<file path="config.mk">
export PLATFORM = sky130hd
export DESIGN_NAME = mux_rx_silo
export DESIGN_NICKNAME = d
export VERILOG_FILES = /design/src/rtl/rxs_pkg.sv /design/src/rtl/rxs_stage.sv /design/src/rtl/rxs_fifo.sv /design/src/rtl/rxs_age.sv /design/src/rtl/mux_rx_silo.sv
export SDC_FILE = /design/constraint.sdc
export NUM_CORES = 2
export LEC_CHECK = 0
export ABC_AREA = 1
export BUFFER_PORTS_ARGS = -buffer_cell sky130_fd_sc_hd__buf_2
export CORE_ASPECT_RATIO = 1.5
export CORE_UTILIZATION = 31
export CTS_BUF_LIST = sky130_fd_sc_hd__clkbuf_2
export DETAILED_ROUTE_END_ITERATION = 6
export PLACE_DENSITY = 0.45
export SLEW_MARGIN = 15
export SYNTH_ARGS = -nofsm -noshare
export SYNTH_HDL_FRONTEND = slang
export SYNTH_SLANG_ARGS = --single-unit
</file>
<file path="constraint.sdc">
create_clock -name clk -period 3.8 [get_ports clk]
set_clock_uncertainty 0.1 [all_clocks]
set_input_delay 0.19 -clock clk [delete_from_list [all_inputs] [get_ports clk]]
set_output_delay 0.19 -clock clk [all_outputs]
set_load 0.05 [all_outputs]
</file>
<file path="src/rtl/rxs_pkg.sv">
package rxs_pkg;
    localparam int NLINES = 8;
    localparam int LID_W  = 3;
    localparam int CHAR_W = 8;

    // Word as seen by software; field order fixed by the read layout.
    typedef struct packed {
        logic              valid;
        logic              ovr;
        logic              ferr;
        logic              perr;
        logic              mchg;
        logic [LID_W-1:0]  line;
        logic [CHAR_W-1:0] data;
    } rx_entry_t;

    // Contents of one per-line staging slot.
    typedef struct packed {
        logic              mchg;
        logic              ferr;
        logic              perr;
        logic [CHAR_W-1:0] data;
    } slot_t;
endpackage

</file>
<file path="src/rtl/rxs_stage.sv">
module rxs_stage
    import rxs_pkg::*;
(
    input  logic                     clk,
    input  logic                     rst_n,
    input  logic [NLINES-1:0]        in_vld,
    input  logic [NLINES*CHAR_W-1:0] in_char,
    input  logic [NLINES-1:0]        in_ferr,
    input  logic [NLINES-1:0]        in_perr,
    input  logic [NLINES-1:0]        in_mchg,
    output logic                     out_vld,
    output rx_entry_t                out_entry
);
    typedef struct packed {
        logic [NLINES-1:0]         occ;
        slot_t [NLINES-1:0]        slot;
    } stage_t;

    stage_t            s_d, s_q;
    slot_t [NLINES-1:0] incoming;
    logic [NLINES-1:0] take;
    logic [LID_W-1:0]  sel;
    logic              found;

    // Per-line formatting of an offered word; a status change carries no character.
    for (genvar g = 0; g < NLINES; g++) begin : g_line
        assign incoming[g] = in_mchg[g]
            ? {1'b1, 1'b0, 1'b0, {CHAR_W{1'b0}}}
            : {1'b0, in_ferr[g], in_perr[g], in_char[g*CHAR_W +: CHAR_W]};

        AST_SLOT_FREE: assert property (@(posedge clk) disable iff (!rst_n)
            in_vld[g] |-> (!s_q.occ[g] || take[g]));
    end

    always_comb begin
        s_d       = s_q;
        found     = 1'b0;
        sel       = '0;
        // Scan from the top so the lowest occupied line wins.
        for (int i = NLINES - 1; i >= 0; i--) begin
            if (s_q.occ[i]) begin
                found = 1'b1;
                sel   = LID_W'(i);
            end
        end
        take      = found ? (NLINES'(1) << sel) : '0;
        out_vld   = found;
        out_entry.valid = 1'b1;
        out_entry.ovr   = 1'b0;
        out_entry.ferr  = s_q.slot[sel].ferr;
        out_entry.perr  = s_q.slot[sel].perr;
        out_entry.mchg  = s_q.slot[sel].mchg;
        out_entry.line  = sel;
        out_entry.data  = s_q.slot[sel].data;

        s_d.occ = s_q.occ & ~take;
        for (int i = 0; i < NLINES; i++) begin
            if (in_vld[i]) begin
                s_d.occ[i]  = 1'b1;
                s_d.slot[i] = incoming[i];
            end
        end
    end

    always_ff @(posedge clk or negedge rst_n) begin
        if (!rst_n) s_q <= '0;
        else        s_q <= s_d;
    end

    AST_LOW_FIRST: assert property (@(posedge clk) disable iff (!rst_n)
        out_vld |-> ((s_q.occ & ((NLINES'(1) << out_entry.line) - NLINES'(1))) == '0));

endmodule

</file>
<file path="src/rtl/rxs_fifo.sv">
module rxs_fifo
    import rxs_pkg::*;
#(
    parameter int DEPTH = 64,              // power of two
    localparam int AW   = $clog2(DEPTH),
    localparam int CW   = AW + 1
) (
    input  logic          clk,
    input  logic          rst_n,
    input  logic          wr_vld,
    input  rx_entry_t     wr_entry,
    input  logic          pop_req,
    output rx_entry_t     head,
    output logic [CW-1:0] count
);
    typedef struct packed {
        rx_entry_t [DEPTH-1:0] mem;
        logic [AW-1:0]         wp;
        logic [AW-1:0]         rp;
        logic [CW-1:0]         cnt;
        logic                  ovr_pend;
    } fifo_t;

    fifo_t         s_d, s_q;
    logic          do_pop;
    logic          room;
    logic          store;
    logic [CW-1:0] cnt_left;
    rx_entry_t     wr_tagged;

    always_comb begin
        s_d       = s_q;
        do_pop    = pop_req && (s_q.cnt != '0);
        cnt_left  = s_q.cnt - CW'(do_pop);
        room      = (cnt_left < CW'(DEPTH));
        store     = wr_vld && room;
        wr_tagged = wr_entry;
        wr_tagged.ovr = s_q.ovr_pend;

        if (do_pop) s_d.rp = s_q.rp + AW'(1);
        if (store) begin
            s_d.mem[s_q.wp] = wr_tagged;
            s_d.wp          = s_q.wp + AW'(1);
            s_d.ovr_pend    = 1'b0;
        end else if (wr_vld) begin
            s_d.ovr_pend    = 1'b1;
        end
        s_d.cnt = cnt_left + CW'(store);
    end

    always_ff @(posedge clk or negedge rst_n) begin
        if (!rst_n) s_q <= '0;
        else        s_q <= s_d;
    end

    assign head  = (s_q.cnt != '0) ? s_q.mem[s_q.rp] : '0;
    assign count = s_q.cnt;

    AST_NO_OVERFLOW: assert property (@(posedge clk) disable iff (!rst_n)
        s_q.cnt <= CW'(DEPTH));
    AST_COUNT_STEP: assert property (@(posedge clk) disable iff (!rst_n)
        1'b1 |=> (s_q.cnt <= $past(s_q.cnt) + CW'(1)));
    AST_DROP_MARKS: assert property (@(posedge clk) disable iff (!rst_n)
        (wr_vld && !room) |=> s_q.ovr_pend);

endmodule

</file>
<file path="src/rtl/rxs_age.sv">
module rxs_age #(
    parameter int TMO_W = 8,
    parameter int DEPTH = 64,
    localparam int CW     = $clog2(DEPTH) + 1,
    localparam int THRESH = (DEPTH * 3) / 4
) (
    input  logic             clk,
    input  logic             rst_n,
    input  logic             tick,
    input  logic             enable,
    input  logic [TMO_W-1:0] tmo,
    input  logic [CW-1:0]    cnt,
    output logic             irq
);
    typedef struct packed {
        logic [TMO_W-1:0] age;
    } age_t;

    age_t s_d, s_q;
    logic held;

    always_comb begin
        s_d  = s_q;
        held = (cnt != '0);
        if (!held)
            s_d.age = '0;
        else if (tick && (s_q.age != '1))
            s_d.age = s_q.age + TMO_W'(1);
        irq = enable && held && ((s_q.age >= tmo) || (cnt >= CW'(THRESH)));
    end

    always_ff @(posedge clk or negedge rst_n) begin
        if (!rst_n) s_q <= '0;
        else        s_q <= s_d;
    end

    AST_AGE_CLEAR: assert property (@(posedge clk) disable iff (!rst_n)
        (cnt == '0) |=> (s_q.age == '0));
    AST_AGE_HOLD: assert property (@(posedge clk) disable iff (!rst_n)
        !tick |=> (s_q.age <= $past(s_q.age)));

endmodule

</file>
<file path="src/rtl/mux_rx_silo.sv">
module mux_rx_silo
    import rxs_pkg::*;
#(
    parameter int DEPTH = 64,
    parameter int TMO_W = 8,
    localparam int CW   = $clog2(DEPTH) + 1
) (
    input  logic                     clk,
    input  logic                     rst_n,
    input  logic                     ms_tick,
    input  logic [NLINES-1:0]        ln_vld,
    input  logic [NLINES*CHAR_W-1:0] ln_char,
    input  logic [NLINES-1:0]        ln_ferr,
    input  logic [NLINES-1:0]        ln_perr,
    input  logic [NLINES-1:0]        ln_mchg,
    input  logic                     rbuf_rd,
    output logic [15:0]              rbuf_data,
    input  logic                     csr_wr,
    input  logic [15:0]              csr_wdata,
    output logic [15:0]              csr_rdata,
    input  logic                     tmo_wr,
    input  logic [TMO_W-1:0]         tmo_wdata,
    output logic                     rx_irq
);
    localparam int RIE_BIT   = 6;
    localparam int AVAIL_BIT = 7;

    typedef struct packed {
        logic             rie;
        logic [TMO_W-1:0] tmo;
    } ctl_t;

    ctl_t          c_d, c_q;
    logic          stg_vld;
    rx_entry_t     stg_entry;
    rx_entry_t     head;
    logic [CW-1:0] fifo_cnt;
    logic          unused_wbits;

    assign unused_wbits = ^{csr_wdata[15:RIE_BIT+1], csr_wdata[RIE_BIT-1:0]};

    rxs_stage u_stage (
        .clk       (clk),
        .rst_n     (rst_n),
        .in_vld    (ln_vld),
        .in_char   (ln_char),
        .in_ferr   (ln_ferr),
        .in_perr   (ln_perr),
        .in_mchg   (ln_mchg),
        .out_vld   (stg_vld),
        .out_entry (stg_entry)
    );

    rxs_fifo #(.DEPTH(DEPTH)) u_fifo (
        .clk      (clk),
        .rst_n    (rst_n),
        .wr_vld   (stg_vld),
        .wr_entry (stg_entry),
        .pop_req  (rbuf_rd),
        .head     (head),
        .count    (fifo_cnt)
    );

    rxs_age #(.TMO_W(TMO_W), .DEPTH(DEPTH)) u_age (
        .clk    (clk),
        .rst_n  (rst_n),
        .tick   (ms_tick),
        .enable (c_q.rie),
        .tmo    (c_q.tmo),
        .cnt    (fifo_cnt),
        .irq    (rx_irq)
    );

    always_comb begin
        c_d = c_q;
        if (csr_wr) c_d.rie = csr_wdata[RIE_BIT];
        if (tmo_wr) c_d.tmo = tmo_wdata;
        csr_rdata            = '0;
        csr_rdata[AVAIL_BIT] = (fifo_cnt != '0);
        csr_rdata[RIE_BIT]   = c_q.rie;
    end

    always_ff @(posedge clk or negedge rst_n) begin
        if (!rst_n) begin
            c_q.rie <= 1'b0;
            c_q.tmo <= TMO_W'(1);
        end else begin
            c_q <= c_d;
        end
    end

    assign rbuf_data = head;

    AST_EMPTY_READ: assert property (@(posedge clk) disable iff (!rst_n)
        (fifo_cnt == '0) |-> !rbuf_data[15]);
    AST_IRQ_GATE: assert property (@(posedge clk) disable iff (!rst_n)
        !c_q.rie |-> !rx_irq);

endmodule

</file>
# Word-level counts from Yosys, hierarchy flattened
# Cells that the tools add are included.
# totals
regBits	1157
latch_bits	0
word_cells	559
mem_count	0
ramBits	0
rom_bits	0
input_bits	126
# op_classes
n_eq_ne	2
order_cmp	7
n_shift	1
n_mul	0
bitwise_logic	2
mux	45
div_mod_pow	0
addsub	5
n_reduce_logical	9
# ops
cell	count
1024-bit bitwise mux	1
11-bit 2-to-1 mux	9
16-bit binary-select mux with 6-bit select	1
16-bit demux with 6-bit select	1
16-bit 2-to-1 mux	3
11-bit binary-select mux with 3-bit select	1
3-bit 2-to-1 mux	8
8-bit 2-to-1 mux	3
1-bit 2-to-1 mux	18
6-bit by 7-bit < comparator with 1-bit output, second input constant	2
6-bit by 1-bit adder with 6-bit output, second input constant	2
8-bit by 1-bit adder with 8-bit output, second input constant	1
8-bit AND	1
8-bit >= comparator	1
8-bit inequality test, second input constant	1
8-bit inverter	1
1-bit by 3-bit left shift with 8-bit output, first input constant	1
7-bit by 1-bit adder with 7-bit output	1
7-bit by 6-bit >= comparator with 1-bit output, second input constant	1
7-bit < comparator, second input constant	1
7-bit nonzero test	1
7-bit by 1-bit subtractor with 7-bit output	1
6-bit by 1-bit >= comparator with 1-bit output, second input constant	1
1-bit logical AND	6
other kinds (4)	4

# Depth between registers and ports, before layout
# logic_depth
depth_word	13
ltp_mapped	20

# Modules after synthesis
# Synthesis repeated with hierarchy kept, for this count alone.
# hier_totals
hier_cells	6971
area_unflattened_um2	54289.6
# modules_own_cells
module	area_each_um2	seq_area_each_um2	n_inst	cells_per_inst
rxs_fifo	48525.3	26125.1	1	6307
rxs_stage	4518.1	2402.3	1	487
rxs_age	734.5	200.2	1	112
mux_rx_silo	511.7	226.5	1	65

# Worst setup path before layout
# OpenSTA, ideal clock, no wires.
# synth_timing
path_type	register to register
from	register u_fifo.s_q (netlist bit u_fifo.count[4])
to	register u_fifo.s_q (netlist bit u_fifo.count[6])
path_stages_with_launch	21
n_path_buf	0
arrival_ns	3.001
required_ns	3.569
path_slack_ns	0.567
path_cell_list	dfrtp_1 -> inv_1 -> nand2_1 -> nor3_1 -> nand3_1 -> nand2_1 -> inv_1 -> ha_1 -> ha_1 -> nand2_1 -> nor2_4 -> xnor2_4 -> nand2_8 -> inv_4 -> ha_1 -> ha_1 -> nand2_1 -> nor2_1 -> nand2_1 -> nor2_1 -> xnor2_1
# synth_rtl
element	line_no	source
from (decl)	rxs_fifo.sv:24	fifo_t s_d, s_q;
from (signal assigned)	rxs_fifo.sv:52	if (!rst_n) s_q <= '0;
from (signal assigned)	rxs_fifo.sv:53	else s_q <= s_d;

# Worst setup path in the final report
# layout_timing
from	register u_fifo.s_q[8] (netlist bit)
to	output rbuf_data[14]
# layout_between
elab_chain_cells	3
# layout_rtl
element	line_no	source
16-bit binary-select mux with 6-bit select	rxs_fifo.sv:56	assign head = (s_q.cnt != '0) ? s_q.mem[s_q.rp] : '0;
16-bit 2-to-1 mux (not written as such)	rxs_fifo.sv:56	
16-bit 2-to-1 mux	rxs_fifo.sv:56	
to (decl)	mux_rx_silo.sv:17	output logic [15:0] rbuf_data,
# No other way between the ends. The select of a mux whose other input is x is not followed.

==> metrics.log <==
INFO  metric outcome = complete, but fails checks
INFO  metric failed_checks = negative setup slack
INFO  metric area_delta_synth_final = 23.8%
INFO  metric nNetsFinal = 7917
INFO  metric vdd_drop_max = 0.000733 V
INFO  metric layout.cell_area.non_filler = 0.0691 mm²
INFO  metric type_of_element_launching_the_critical_path = register
INFO  metric setup_tns = -10500 ps
INFO  metric slew_viol_final = 0
INFO  metric worst_hold_slack = 4.38 ps
INFO  metric mappedNetlistArea = 0.0558 mm²
INFO  metric fp.coreArea = 0.179 mm²
INFO  metric rsz_0062_raised_after_global_routing = true
INFO  metric finalCritPeriodShare = 119%
INFO  metric drt-initial-drc-count = 4896
INFO  metric crit_path_frequent_cell = buf_4
INFO  metric track_usage = 26.3%
INFO  metric yosys.area_share.simple = 31.1%
INFO  metric rows = 190
INFO  metric detailed_place.area = 0.0602 mm²
INFO  metric clkPwrFrac = 16.8%
INFO  metric clk_root_buffer_cell = clkbuf_2
INFO  metric seq_power_share = 33.1%
INFO  metric drive_above_1_share = 16.2%
INFO  metric ys.warnings.count = 0
INFO  metric final_period_minus_worst_setup_slack = 4510 ps
INFO  metric finalSetupViolCount = 16
INFO  metric vias_in_the_first_global_route = 53956
INFO  metric io_buffers = 129
INFO  metric route.detailed.vias_per_inst = 5.20
INFO  metric comb_power_share = 50.1%
INFO  metric totalWireLength = 244 mm
INFO  metric muxShareOfSynthArea = 0.0404%
INFO  metric post-route-drc-count = 0
INFO  metric timing.setup.critical_path_class = reg2out
INFO  metric design.die.area = 0.182 mm²
INFO  metric yosys.area_share.adder = 0.337%
INFO  metric worstHoldPathType = in2reg
INFO  metric ys_types = 40
INFO  metric ctsHtreeMaxLevel = 5
INFO  metric power.density_cell_area = 788 mW/mm²
INFO  metric clk_transition_reported_paths = 100 ps
INFO  metric max_stage_delay = 440 ps
INFO  metric detailroute.via_count = 53993
INFO  metric synth_xor_area_share = 0.301%
INFO  metric r2r_slack = 220 ps
INFO  metric cts_inserted_buffers = 314
INFO  metric die-height = 521 µm
INFO  metric grt_pass1_wl = 358 mm
INFO  metric endpoint_kind = output pin
INFO  metric total_leakage_power = 34.4 nW
INFO  metric antenna_found_initial = 9
INFO  metric detail_route.first_pass.iterations = 6
INFO  metric synth_compound_gate_area_share = 10.1%
INFO  metric insertion_delay = 1640 ps
INFO  metric dp_hpwl = 143 mm
INFO  metric crit_path_cell_trace = buf_12 -> clkinv_16 -> buf_16 -> buf_4 -> buf_4 -> nand2_1 -> nand3_1 -> nand3_2 -> nand2_1 -> a21oi_4 -> nand2_2 -> nand3_2 -> a21oi_1 -> buf_4 -> buf_6
INFO  metric grt_overflow = 0
INFO  metric wl_per_cell = 23.5 µm
INFO  metric effective_utilization_at_floorplan = 31.2%
INFO  metric maxCapViolations = 0
INFO  metric internal-power = 28.9 mW
INFO  metric seq_area_frac_synth = 51.9%
INFO  metric tightestPinTransition = 1170 ps
INFO  metric tritoncts_num_sinks = 1157
INFO  metric switchingPower = 25.5 mW
INFO  metric route.antenna.remaining_nets = 0
INFO  metric io_pins = 159
INFO  metric chipWidth = 348 µm
INFO  metric achievable-frequency = 221 MHz
INFO  metric power.share.switching = 46.9%
INFO  metric placed_cells_incl_taps = 9431
INFO  metric postSynthAreaPerCell = 7.78 µm²
INFO  metric max-clock-path-buffers = 4
INFO  metric grt_start_max_net_pins = 110
INFO  metric post_synth_inst_count = 7168
INFO  metric synth_seq_cells = 1157
INFO  metric gp_congestion = 0.942
INFO  metric finalHoldViolCount = 0
INFO  metric nFillCells = 18677
INFO  metric crit_path_max_fanout = 8
INFO  metric timing.max_slew.rel_slack = 21.7%
INFO  metric worst_ep_arrival_time = 4220 ps
INFO  metric main_combinational_cell_family_by_area_after_synthesis = simple AND/OR/NAND/NOR gates
INFO  metric postLayoutSetupSlackWorst = -715 ps
INFO  metric finalNonFillerCells = 10383
INFO  metric clock_tree_from_tritoncts = built
INFO  metric worst_path_max_delay_cell = dfrtp_4
INFO  metric data_required_time_of_the_worst_path = 3510 ps
## synthesized netlist by cell type, drive strengths merged
cell	count	area share [%]
xor2	14	0.22
a31oi	1	0.011
nand3	1020	9.3
dfrtp	1156	52
ha	15	0.34
buf	350	3.3
dfstp	1	0.047
clkinv	4	0.027
a22o	60	0.94
mux2	2	0.040
o211ai	89	1.2
xnor2	3	0.081
a21oi	131	1.2
or3	1	0.011
nand2	2199	15
o21a	1	0.013
conb	1	0.0067
nor2	835	5.8
clkbuf	231	1.6
inv	211	1.4
o21ai	749	6.7
or2	37	0.42
nand4	34	0.40
nor3	23	0.22
## per-layer routing
metal / routed length [µm] / part of all wire [%] / up-vias / global-route usage [%]
met3: 14300 / 5.9 / 463 / 3.54
met5: 40 / 0.016 / - / 0
met2: 118000 / 48 / 2047 / 44.3
met4: 12800 / 5.2 / 6 / 13.3
met1: 98700 / 40 / 26839 / 32.9
li1: - / - / 24638 / -
## layout by cell type, fill, tap and decap left out, drive strengths merged
cell	netlist	routed
a21oi	131	131
a22o	60	60
a31oi	1	1
buf	350	478
bufbuf	0	8
bufinv	0	5
clkbuf	231	465
clkinv	4	51
clkinvlp	0	3
conb	1	14
dfrtp	1156	1156
dfstp	1	1
diode	0	7
dlygate4sd3	0	361
ha	15	15
inv	211	220
mux2	2	2
nand2	2199	2199
nand3	1020	1020
nand4	34	34
nor2	835	835
nor3	23	23
o211ai	89	89
o21a	1	1
o21ai	749	749
or2	37	37
or3	1	1
xnor2	3	3
xor2	14	14
## state kept, by name, summed over array words and instances, names as in the netlist
| register | cells |
|---|---|
| u_fifo.s_q | 1037 |
| u_stage.s_q | 96 |
| c_q | 8 |
| u_age.s_q | 8 |
| u_fifo.count | 7 |
| csr_rdata | 1 |
## layout make-up
cell class,instances,area (µm²),area share (%)
antenna,7,17.5,0.0254
clock buffer,456,2280,3.30
clock inverter,60,375,0.544
inverter,215,876,1.27
multi-input combinational,5228,24400,35.3
sequential,1157,29000,41.9
tap,2400,3000,4.35
timing repair buffer,856,9110,13.2
timing repair inverter,4,50.0,0.0725
## repair_timing
action,in CTS,in global routing
hold endpoints to repair,1289,0
hold buffers,363,0
endpoints found under the setup margin,97,1045
gates cloned,24,9
pin swaps,29,30
resized for setup,260,123
setup buffers,24,13
## critical path: cells and delay by family (launching register included)
family / cells / cell delay, ps
buf+inv: 7 / 1180
flops: 1 / 440
compound gates: 2 / 370
simple gates: 6 / 580
## power groups by stage
stage	sequential, mW	clock (mW)	combinational, mW
floorplan	17.6	0	13.0
global placement	18.2	0	22.2
detailed placement	18.2	0	22.3
CTS	17.9	9.46	26.0
global route	18.4	10.0	29.0
finish	18.0	9.16	27.2
## kinds of logic after synthesis
kind of cell | Yosys count
xor+xnor | 17
flops | 1157
mux | 2
fa+ha+maj | 15
simple gates | 4149
buf+inv | 796
compound gates | 1031
other cells | 1
## stage by stage
step / util, % / total power [mW] / setup WS [ps]
2_1_floorplan: - / 30.6 / 567
3_3_place_gp: 33.7 / 40.4 / -122
3_5_place_dp: 33.7 / 40.5 / -165
4_1_cts: 38.2 / 53.3 / -813
5_1_grt: 38.6 / 57.5 / -840
6_report: 38.6 / 54.4 / -715
## final timing paths
kind / endpoint / start / depth (start not counted)
setup / recovery: rbuf_data[14] / u_fifo.s_q[8] / 15
hold / removal: u_fifo.s_q[8] / rbuf_rd / 5
setup reg to reg: u_fifo.s_q[673] / u_stage.s_q[93] / 12
hold reg to reg: u_fifo.s_q[83] / u_fifo.s_q[83] / 2
max in group asynchronous: u_fifo.s_q[28] / rst_n / 6
min in group asynchronous: u_fifo.s_q[456] / rst_n / 5
Note: power is estimated with default switching activity, not from simulation.
